`src/rtl/ecc_fix_pkg.sv`:
```
package ecc_fix_pkg;

    typedef enum logic [1:0] {
        ST_CLEAN  = 2'd0,
        ST_FIXED  = 2'd1,
        ST_ECCERR = 2'd2,
        ST_UNCORR = 2'd3
    } ecc_status_e;

    typedef enum logic [1:0] {
        S_IDLE  = 2'd0,
        S_SYND  = 2'd1,
        S_CLASS = 2'd2
    } fix_state_e;

endpackage

```
`src/rtl/ecc_pop_count.sv`:
```
module ecc_pop_count #(
    parameter int W    = 12,
    parameter int CNTW = $clog2(W + 1)
) (
    input  logic [W-1:0]    bits,
    output logic [CNTW-1:0] cnt
);
    always_comb begin
        cnt = '0;
        for (int i = 0; i < W; i++) begin
            cnt = cnt + CNTW'(bits[i]);
        end
    end
endmodule

```
`src/rtl/ecc_classify.sv`:
```
module ecc_classify
    import ecc_fix_pkg::*;
#(
    parameter int LEVELS = 12,
    parameter int BITW   = 3,
    parameter int PW     = $clog2(2 * LEVELS + 1)
) (
    input  logic [PW-1:0]          pop,
    input  logic [2*LEVELS-1:0]    syn,
    input  logic                   erased,
    output ecc_status_e            status,
    output logic [LEVELS-BITW-1:0] byte_idx,
    output logic [BITW-1:0]        bit_idx
);
    always_comb begin
        byte_idx = '0;
        bit_idx  = '0;
        if (pop == '0) begin
            status = ST_CLEAN;
        end else if (pop == PW'(LEVELS)) begin
            status   = ST_FIXED;
            bit_idx  = syn[LEVELS+BITW-1:LEVELS];
            byte_idx = syn[2*LEVELS-1:LEVELS+BITW];
        end else if (pop == PW'(1)) begin
            status = ST_ECCERR;
        end else if (erased) begin
            status = ST_CLEAN;
        end else begin
            status = ST_UNCORR;
        end
    end
endmodule

```
`src/rtl/ecc_syndrome_fix.sv`:
```
module ecc_syndrome_fix
    import ecc_fix_pkg::*;
#(
    parameter int NSEC   = 4,
    parameter int LEVELS = 12,
    parameter int BITW   = 3,
    parameter int SECW   = (NSEC > 1) ? $clog2(NSEC) : 1
) (
    input  logic                     clk,
    input  logic                     rst_n,
    input  logic                     start,
    input  logic                     page_mode,
    input  logic [NSEC*2*LEVELS-1:0] stored_ecc,
    input  logic [NSEC*2*LEVELS-1:0] calc_ecc,
    output logic                     done,
    output logic [1:0]               status,
    output logic [SECW-1:0]          sector,
    output logic [LEVELS-BITW-1:0]   byte_idx,
    output logic [BITW-1:0]          bit_idx,
    output logic                     last
);
    localparam int CW  = 2 * LEVELS;
    localparam int GW  = NSEC * CW;
    localparam int HW  = $clog2(LEVELS + 1);
    localparam int PW  = $clog2(CW + 1);
    localparam int BYW = LEVELS - BITW;

    fix_state_e state_q, state_d;

    logic [GW-1:0]   grp_s_q, grp_c_q;
    logic [SECW-1:0] sec_q, last_sec_q;
    logic [CW-1:0]   syn_q;
    logic [HW-1:0]   half_q [2];
    logic            erased_q;

    logic [CW-1:0]   cur_s, cur_c, syn_w;
    logic [HW-1:0]   half_w [2];
    logic [PW-1:0]   pop_sum;
    ecc_status_e     cls_status;
    logic [BYW-1:0]  cls_byte;
    logic [BITW-1:0] cls_bit;
    logic            cls_fatal, cls_final;

    assign cur_s = grp_s_q[CW-1:0];
    assign cur_c = grp_c_q[CW-1:0];
    assign syn_w = cur_s ^ cur_c;

    // two half-width popcounts, registered, then summed: a 2-level tree
    for (genvar h = 0; h < 2; h++) begin : g_half
        ecc_pop_count #(.W(LEVELS), .CNTW(HW)) u_pop (
            .bits (syn_w[h*LEVELS +: LEVELS]),
            .cnt  (half_w[h])
        );
    end

    assign pop_sum = PW'(half_q[0]) + PW'(half_q[1]);

    ecc_classify #(.LEVELS(LEVELS), .BITW(BITW), .PW(PW)) u_cls (
        .pop      (pop_sum),
        .syn      (syn_q),
        .erased   (erased_q),
        .status   (cls_status),
        .byte_idx (cls_byte),
        .bit_idx  (cls_bit)
    );

    assign cls_fatal = cls_status[1];
    assign cls_final = cls_fatal || (sec_q == last_sec_q);

    // next-state logic
    always_comb begin
        state_d = state_q;
        unique case (state_q)
            S_IDLE:  if (start) state_d = S_SYND;
            S_SYND:  state_d = S_CLASS;
            S_CLASS: state_d = cls_final ? S_IDLE : S_SYND;
            default: state_d = S_IDLE;
        endcase
    end

    // state register
    always_ff @(posedge clk or negedge rst_n) begin
        if (!rst_n) state_q <= S_IDLE;
        else        state_q <= state_d;
    end

    // datapath and outputs
    always_ff @(posedge clk or negedge rst_n) begin
        if (!rst_n) begin
            grp_s_q    <= '0;
            grp_c_q    <= '0;
            sec_q      <= '0;
            last_sec_q <= '0;
            syn_q      <= '0;
            half_q[0]  <= '0;
            half_q[1]  <= '0;
            erased_q   <= 1'b0;
            done       <= 1'b0;
            status     <= 2'b00;
            sector     <= '0;
            byte_idx   <= '0;
            bit_idx    <= '0;
            last       <= 1'b0;
        end else begin
            done <= 1'b0;
            unique case (state_q)
                S_IDLE: begin
                    if (start) begin
                        grp_s_q    <= stored_ecc;
                        grp_c_q    <= calc_ecc;
                        sec_q      <= '0;
                        last_sec_q <= page_mode ? SECW'(NSEC - 1) : '0;
                    end
                end
                S_SYND: begin
                    syn_q     <= syn_w;
                    half_q[0] <= half_w[0];
                    half_q[1] <= half_w[1];
                    erased_q  <= (&cur_s) && !(|cur_c);
                end
                S_CLASS: begin
                    done     <= 1'b1;
                    status   <= cls_status;
                    sector   <= sec_q;
                    byte_idx <= cls_byte;
                    bit_idx  <= cls_bit;
                    last     <= cls_final;
                    grp_s_q  <= grp_s_q >> CW;
                    grp_c_q  <= grp_c_q >> CW;
                    sec_q    <= sec_q + SECW'(1);
                end
                default: ;
            endcase
        end
    end


    latency_chk: assert property (@(posedge clk) disable iff (!rst_n)
        (start && state_q == S_IDLE) |-> ##3 done);


    pulse_chk: assert property (@(posedge clk) disable iff (!rst_n)
        done |=> !done);


    cadence_chk: assert property (@(posedge clk) disable iff (!rst_n)
        (done && !last) |-> ##2 done);


    stop_chk: assert property (@(posedge clk) disable iff (!rst_n)
        (done && last) |=> state_q == S_IDLE);


    idx_zero_chk: assert property (@(posedge clk) disable iff (!rst_n)
        (status != 2'b01) |-> (byte_idx == '0 && bit_idx == '0));

endmodule

```
`config.mk`:
```
export PLATFORM = sky130hd
export DESIGN_NAME = ecc_syndrome_fix
export DESIGN_NICKNAME = d
export VERILOG_FILES = /design/src/rtl/ecc_fix_pkg.sv /design/src/rtl/ecc_pop_count.sv /design/src/rtl/ecc_classify.sv /design/src/rtl/ecc_syndrome_fix.sv
export SDC_FILE = /design/constraint.sdc
export NUM_CORES = 1
export LEC_CHECK = 0
export ABC_AREA = 1
export BUFFER_PORTS_ARGS = -buffer_cell sky130_fd_sc_hd__buf_2
export CELL_PAD_IN_SITES_DETAIL_PLACEMENT = 1
export CELL_PAD_IN_SITES_GLOBAL_PLACEMENT = 2
export CORE_UTILIZATION = 33
export CTS_BUF_LIST = sky130_fd_sc_hd__clkbuf_16
export DETAILED_ROUTE_END_ITERATION = 8
export PLACE_DENSITY_LB_ADDON = 0.1
export SYNTH_ARGS = -nofsm -noshare
export SYNTH_HDL_FRONTEND = slang
export SYNTH_SLANG_ARGS = --single-unit
```
`constraint.sdc`:
```
create_clock -name clk -period 4 [get_ports clk]
set_input_delay 0.2 -clock clk [delete_from_list [all_inputs] [get_ports clk]]
set_output_delay 0.2 -clock clk [all_outputs]
set_load 0.05 [all_outputs]
```
==> results of run 1 <==
final timing paths:
path | start | endpoint | slack (ns) | cells past startpoint
min reg2reg | sector[0]$_DFFE_PN0P_ | sector[0]$_DFFE_PN0P_ | 0.47 | 2
max reg2reg | grp_s_q[1]$_DFFE_PN0P_ | half_q[6]$_DFFE_PN0N_ | 0.25 | 10
min in group asynchronous | rst_n | grp_s_q[44]$_DFFE_PN0P_ | 0.23 | 2
max | grp_s_q[1]$_DFFE_PN0P_ | half_q[6]$_DFFE_PN0N_ | 0.25 | 10
min | stored_ecc[6] | grp_s_q[6]$_DFFE_PN0P_ | 0.01 | 5
max in group asynchronous | rst_n | grp_c_q[78]$_DFFE_PN0P_ | 2.67 | 3
Yosys cell counts, types with 3 or more instances:
library cell | count | area share
clkbuf_1 | 12 | 0.0039
mux2_2 | 7 | 0.0068
buf_6 | 4 | 0.0039
or3_1 | 18 | 0.0098
o21ai_0 | 167 | 0.073
nor2_1 | 11 | 0.0036
inv_2 | 4 | 0.0013
ha_1 | 12 | 0.013
clkbuf_2 | 3 | 0.0013
xor2_1 | 14 | 0.011
buf_2 | 55 | 0.024
buf_4 | 10 | 0.0065
o21ai_1 | 159 | 0.069
o221a_2 | 18 | 0.018
a21oi_1 | 6 | 0.0026
fa_1 | 15 | 0.026
nand2_1 | 323 | 0.11
dfrtp_1 | 236 | 0.51
nand3_1 | 59 | 0.026
xnor2_1 | 7 | 0.0053
nor4_1 | 7 | 0.0038
nand4_1 | 5 | 0.0027
inv_1 | 202 | 0.066
critical path, delay by kind of cell (launching register included):
kind                     cells  cell delay (ns)
flip-flops                   1             0.40
XOR/XNOR                     2             0.32
adder cells (fa/ha/maj)      6             2.74
AO/OA/AOI/OAI                1             0.15
buffers and inverters        1             0.05
per-layer routing:
layer	vias up	routed length [um]	global-route usage
met1	4722	16720	0.2802
met5	-	13	0
met2	173	16130	0.3295
li1	4934	-	-
met4	2	657	0.04156
met3	38	1307	0.02614
through the flow:
| stage | util | hold slack [ns] | instance area, um2 | worst slack, ns |
|---|---|---|---|---|
| 5_1_grt | 0.4318 | 0.01394 | 14880 | 0.06673 |
| 3_3_place_gp | 0.3738 | 0.2382 | 12880 | 0.3110 |
| 3_5_place_dp | 0.3738 | 0.2304 | 12880 | 0.2490 |
| 2_1_floorplan | - | -0.09559 | 11520 | 0.4146 |
| 4_1_cts | 0.4317 | 0.0006575 | 14880 | 0.2259 |
| 6_report | 0.4318 | 0.009842 | 14880 | 0.2512 |
flip-flops by register name, indices dropped and copies added (netlist names), 3 cells and up:
register  flops
bit_idx       3
byte_idx      9
grp_c_q      96
grp_s_q      96
half_q        8
syn_q        12
final cells by class:
type / count / area share
tap: 455 / 0.03826
timing repair buffer: 329 / 0.1526
sequential: 236 / 0.3969
clock buffer: 29 / 0.04878
antenna: 1 / 0.0001682
clock inverter: 23 / 0.01539
inverter: 206 / 0.05248
multi-input combinational: 836 / 0.2954
cell families (layout without fill, tap and decap cells):
kind of cell    after synthesis  in the layout
mux                           7              7
compound gates              353            353
buf+inv                     290            587
fa+ha+maj                    27             27
flops                       236            236
other cells                   0              1
xor+xnor                     21             21
simple gates                428            428
power by group through the flow:
stage / Combinational, mW / Sequential [mW] / Clock [mW]
final: 7.68 / 4.08 / 2.66
after global routing: 8.97 / 4.21 / 2.82
after CTS: 7.85 / 4.09 / 2.74
after detailed placement: 7.72 / 4.13 / 0
after global placement: 7.48 / 4.08 / 0
after floorplan: 5.77 / 4.18 / 0
==> reports/summary.txt, run 1 <==
fin crit share -> 0.9372
cell chain of the critical path -> xor2_1 > ha_1 > fa_1 > fa_1 > inv_1 > fa_1 > fa_1 > fa_1 > xor2_1 > o21ai_0
initial DRC count -> 425
Max-Cap Viols -> 0
Setup CP Type -> reg2reg
Seq/Total Area, Yosys -> 0.5126
type of origin of the critical path -> flop
Syn-to-layout area delta -> 29.14%
number of global-route vias before repair -> 10164
Core ar. -> 34460 um2
adder and majority gate portion of the synthesized area -> 0.03910
worst slew pin tran -> 1.021 ns
die area -> 35660 um2
first-pass GRT wire length -> 55990 um
P_sw -> 6.372 mW
critical path endpoint category -> flop
most frequent cells in the layout -> 323 x nand2_1, 236 x dfrtp_1, 212 x buf_2, 205 x inv_1, 167 x o21ai_0
non-filler cells in the finished layout -> 2115
layout cell share with drive strength beyond 1 -> 0.1790
Pre-antenna DRT Iters -> 4
clock share of power -> 0.184
Post-synth EDFFs -> 0
most frequent CP cell -> fa_1
Post-CTS Resized -> 0
post-synthesis mux area share -> 0.006842
Gate Count Post-Synth -> 1362
Seq. cell area -> 5906 um2
post-route antenna net violation count -> 0
clock sink total -> 236
Tmin final -> 3.749 ns
Worst Path Arrival -> 4.20 ns
Die Width -> 188.9 um
multi-input logic area -> 4395 um2
via count -> 9869
DP Cell Count -> 1958
simple-gate area share of the yosys netlist -> 0.1548
H-Tree Depth -> 1
Crit-path slowest cell -> fa_1
commonest non-fill, non-tap cell in the layout -> nand2_1
Mean Syn Cell Area -> 8.459 um2
routability cong. -> 0.7924
status -> completed
Max Slew Vio Count -> 0
Yosys reg bits -> 236
Post-synth ARST share -> 1.000
worst hold path class -> in2reg
RSZ-0062 raised after global routing -> false
CTS Buf Count -> 29
Syn Nets -> 1585
Total Routed Length -> 34830 um
Int Power -> 8.055 mW
peak supply drop -> 0.6527 mV
wire per inst -> 16.47 um
Rows -> 68
synthesized cell area -> 11520 um2
I/O pin total -> 214
nets -> 1861
pin count of the biggest net entering global routing -> 180
Final HPWL DP -> 24140 um
hold_buf cts -> 104
Die Ht -> 188.9 um
aggregate global routing overflow -> 0
Root Buffer -> clkbuf_16
Worst EP required -> 4.45 ns
relative slew slack -> 0.3191
combinational fraction of design power -> 0.533
fillers -> 4162
Post-Synth XOR/XNOR Area -> 0.01596
Synth warnings -> 0
setup_tns -> 0 ns
total track usage -> 0.1997
Sequential Power Share -> 0.283
Finish-stage setup viols -> 0
initial antenna violation count -> 3
endpoints failing hold -> 0
Port-buffer cells -> 213
Skew-Pair Late Insertion Delay -> 0.54 ns
TritonCTS clock tree -> done
clock transition at the registers of the reported paths -> 0.06 ns
detailed-route DRC error count -> 0
Max clock buf depth -> 3
Initial Utilization -> 0.3344
main combinational cell family by area after synthesis -> compound AO/OA/AOI/OAI gates
slowest stage delay, CP -> 0.55 ns
Top FF cell, synth -> dfrtp_1
fmax -> 266.8 MHz
post-synth cell types -> 31
clk_skew -> 0.01762 ns
PD cells -> 969.7 nW/um2
Leak -> 7.368 nW
Sw Share -> 0.4416
Avg Vias per Cell -> 4.666
Pwr Total -> 14.43 mW
Critical Path Fanout Max -> 3
Post-CTS Setup Bufs -> 0
compound-gate portion of the synthesized area -> 0.1641
Note: power is estimated with default switching activity, not from simulation.
==> run 2: changes to the inputs <==
Settings changed: CTS_BUF_LIST sky130_fd_sc_hd__clkbuf_16 to sky130_fd_sc_hd__clkbuf_8 sky130_fd_sc_hd__clkbuf_16.
==> reports/summary.txt, run 2 (synthesized netlist as in run 1, its figures left out) <==
via count -> 9897
relative slew slack -> 0.3469
setup_tns -> 0 ns
clock transition at the registers of the reported paths -> 0.06 ns
post-route antenna net violation count -> 0
die area -> 35660 um2
clock sink total -> 236
nets -> 1863
type of origin of the critical path -> flop
RSZ-0062 raised after global routing -> false
Leak -> 7.438 nW
peak supply drop -> 0.6531 mV
H-Tree Depth -> 1
Max-Cap Viols -> 0
cell chain of the critical path -> xor2_1 > ha_1 > fa_1 > fa_1 > inv_1 > fa_1 > fa_1 > fa_1 > xor2_1 > o21ai_0
initial DRC count -> 432
Min Hold Slack -> 0.009566 ns
Core Util, Final -> 0.4355
most frequent cells in the layout -> 323 x nand2_1, 236 x dfrtp_1, 212 x buf_2, 205 x inv_1, 167 x o21ai_0
non-filler cells in the finished layout -> 2117
I/O pin total -> 214
worst hold path class -> in2reg
met2 wire len -> 16120 um
Worst EP required -> 4.45 ns
Avg Vias per Cell -> 4.675
Pre-antenna DRT Iters -> 4
aggregate global routing overflow -> 0
Skew-Pair Late Insertion Delay -> 0.54 ns
PD cells -> 976.0 nW/um2
Tmin final -> 3.751 ns
fmax -> 266.6 MHz
slowest stage delay, CP -> 0.55 ns
CP bufs+invs -> 1
Initial Utilization -> 0.3344
Die Width -> 188.9 um
layout cell share with drive strength beyond 1 -> 0.1854
Crit-path slowest cell -> fa_1
wire per inst -> 16.49 um
status -> completed
Core ar. -> 34460 um2
Detail Route met3 WL -> 1306 um
DP Cell Count -> 1958
commonest non-fill, non-tap cell in the layout -> nand2_1
Critical Path Fanout Max -> 3
fin crit share -> 0.9377
Max clock buf depth -> 3
TritonCTS clock tree -> done
Setup CP Type -> reg2reg
number of global-route vias before repair -> 10183
Total Routed Length -> 34910 um
Max Slew Vio Count -> 0
Root Buffer -> clkbuf_16
detailed-route DRC error count -> 0
total track usage -> 0.2002
Largest regs -> grp_c_q x96, grp_s_q x96, syn_q x12
endpoints failing hold -> 0
first-pass GRT wire length -> 56150 um
Final HPWL DP -> 24140 um
pin count of the biggest net entering global routing -> 180
uppermost layer routed -> met5
initial antenna violation count -> 3
most frequent CP cell -> fa_1
Syn-to-layout area delta -> 30.27%
routability cong. -> 0.7924
clk_skew -> 0.01777 ns
worst slew pin tran -> 0.9797 ns
Rows -> 68
Port-buffer cells -> 213
CTS Buf Count -> 29
Finish-stage setup viols -> 0
Worst Path Arrival -> 4.20 ns
Crit path max-delay family -> adder cells
Post-CTS Setup Bufs -> 0
Die Ht -> 188.9 um
critical path endpoint category -> flop
met1 wire length -> 16830 um
==> run 2: through the flow <==
step	cell area, um2	setup slack (ns)	power (mW)
finish	15010	0.2491	14.65
floorplan	11520	0.4146	9.945
CTS	15010	0.2250	14.92
global route	15010	0.06580	16.24
detailed placement	12880	0.2490	11.85
global placement	12880	0.3110	11.56
==> run 2: layer usage <==
metal | vias up | track usage
met5 | - | 0
met4 | 2 | 0.04280
met3 | 38 | 0.02539
met2 | 172 | 0.3302
met1 | 4747 | 0.2809
li1 | 4938 | -
==> run 2: worst paths after layout <==
| check | start | end | slack, ns | cells past startpoint |
|---|---|---|---|---|
| setup / recovery | grp_s_q[1]$_DFFE_PN0P_ | half_q[6]$_DFFE_PN0N_ | 0.25 | 10 |
| max in group asynchronous | rst_n | grp_c_q[78]$_DFFE_PN0P_ | 2.66 | 3 |
| setup reg to reg | grp_s_q[1]$_DFFE_PN0P_ | half_q[6]$_DFFE_PN0N_ | 0.25 | 10 |
| hold / removal | stored_ecc[6] | grp_s_q[6]$_DFFE_PN0P_ | 0.01 | 5 |
| min in group asynchronous | rst_n | grp_s_q[44]$_DFFE_PN0P_ | 0.22 | 2 |
| hold reg to reg | sector[0]$_DFFE_PN0P_ | sector[0]$_DFFE_PN0P_ | 0.47 | 2 |
==> run 2: cell type report <==
cell class,instances,area (um2)
Timing Repair Buffer,331,2290
Fill cell,4142,19450
Multi-Input combinational cell,836,4395
Clock inverter,12,187.7
Antenna cell,1,2.502
Sequential cell,236,5906
Tap cell,455,569.3
Clock buffer,40,877.1
Inverter,206,780.7
==> run 2: worst register-to-register path, delay by kind of cell (launching register included) <==
family	cells	cell delay, ns
flip-flops	1	0.40
adder cells (fa/ha/maj)	6	2.74
AO/OA/AOI/OAI	1	0.15
buffers and inverters	1	0.05
XOR/XNOR	2	0.33
==> run 2: repair_timing <==
item	in CTS	in global routing
setup endpoints to repair	0	0
hold endpoints to repair	182	0
hold buffers	106	0
resized for setup	0	0
==> run 2: power breakdown <==
part	internal [mW]	switching (mW)	leakage, nW
Combinational	2.87	4.81	3.98
Clock	1.84	1.05	0.541
Sequential	3.56	0.520	2.92
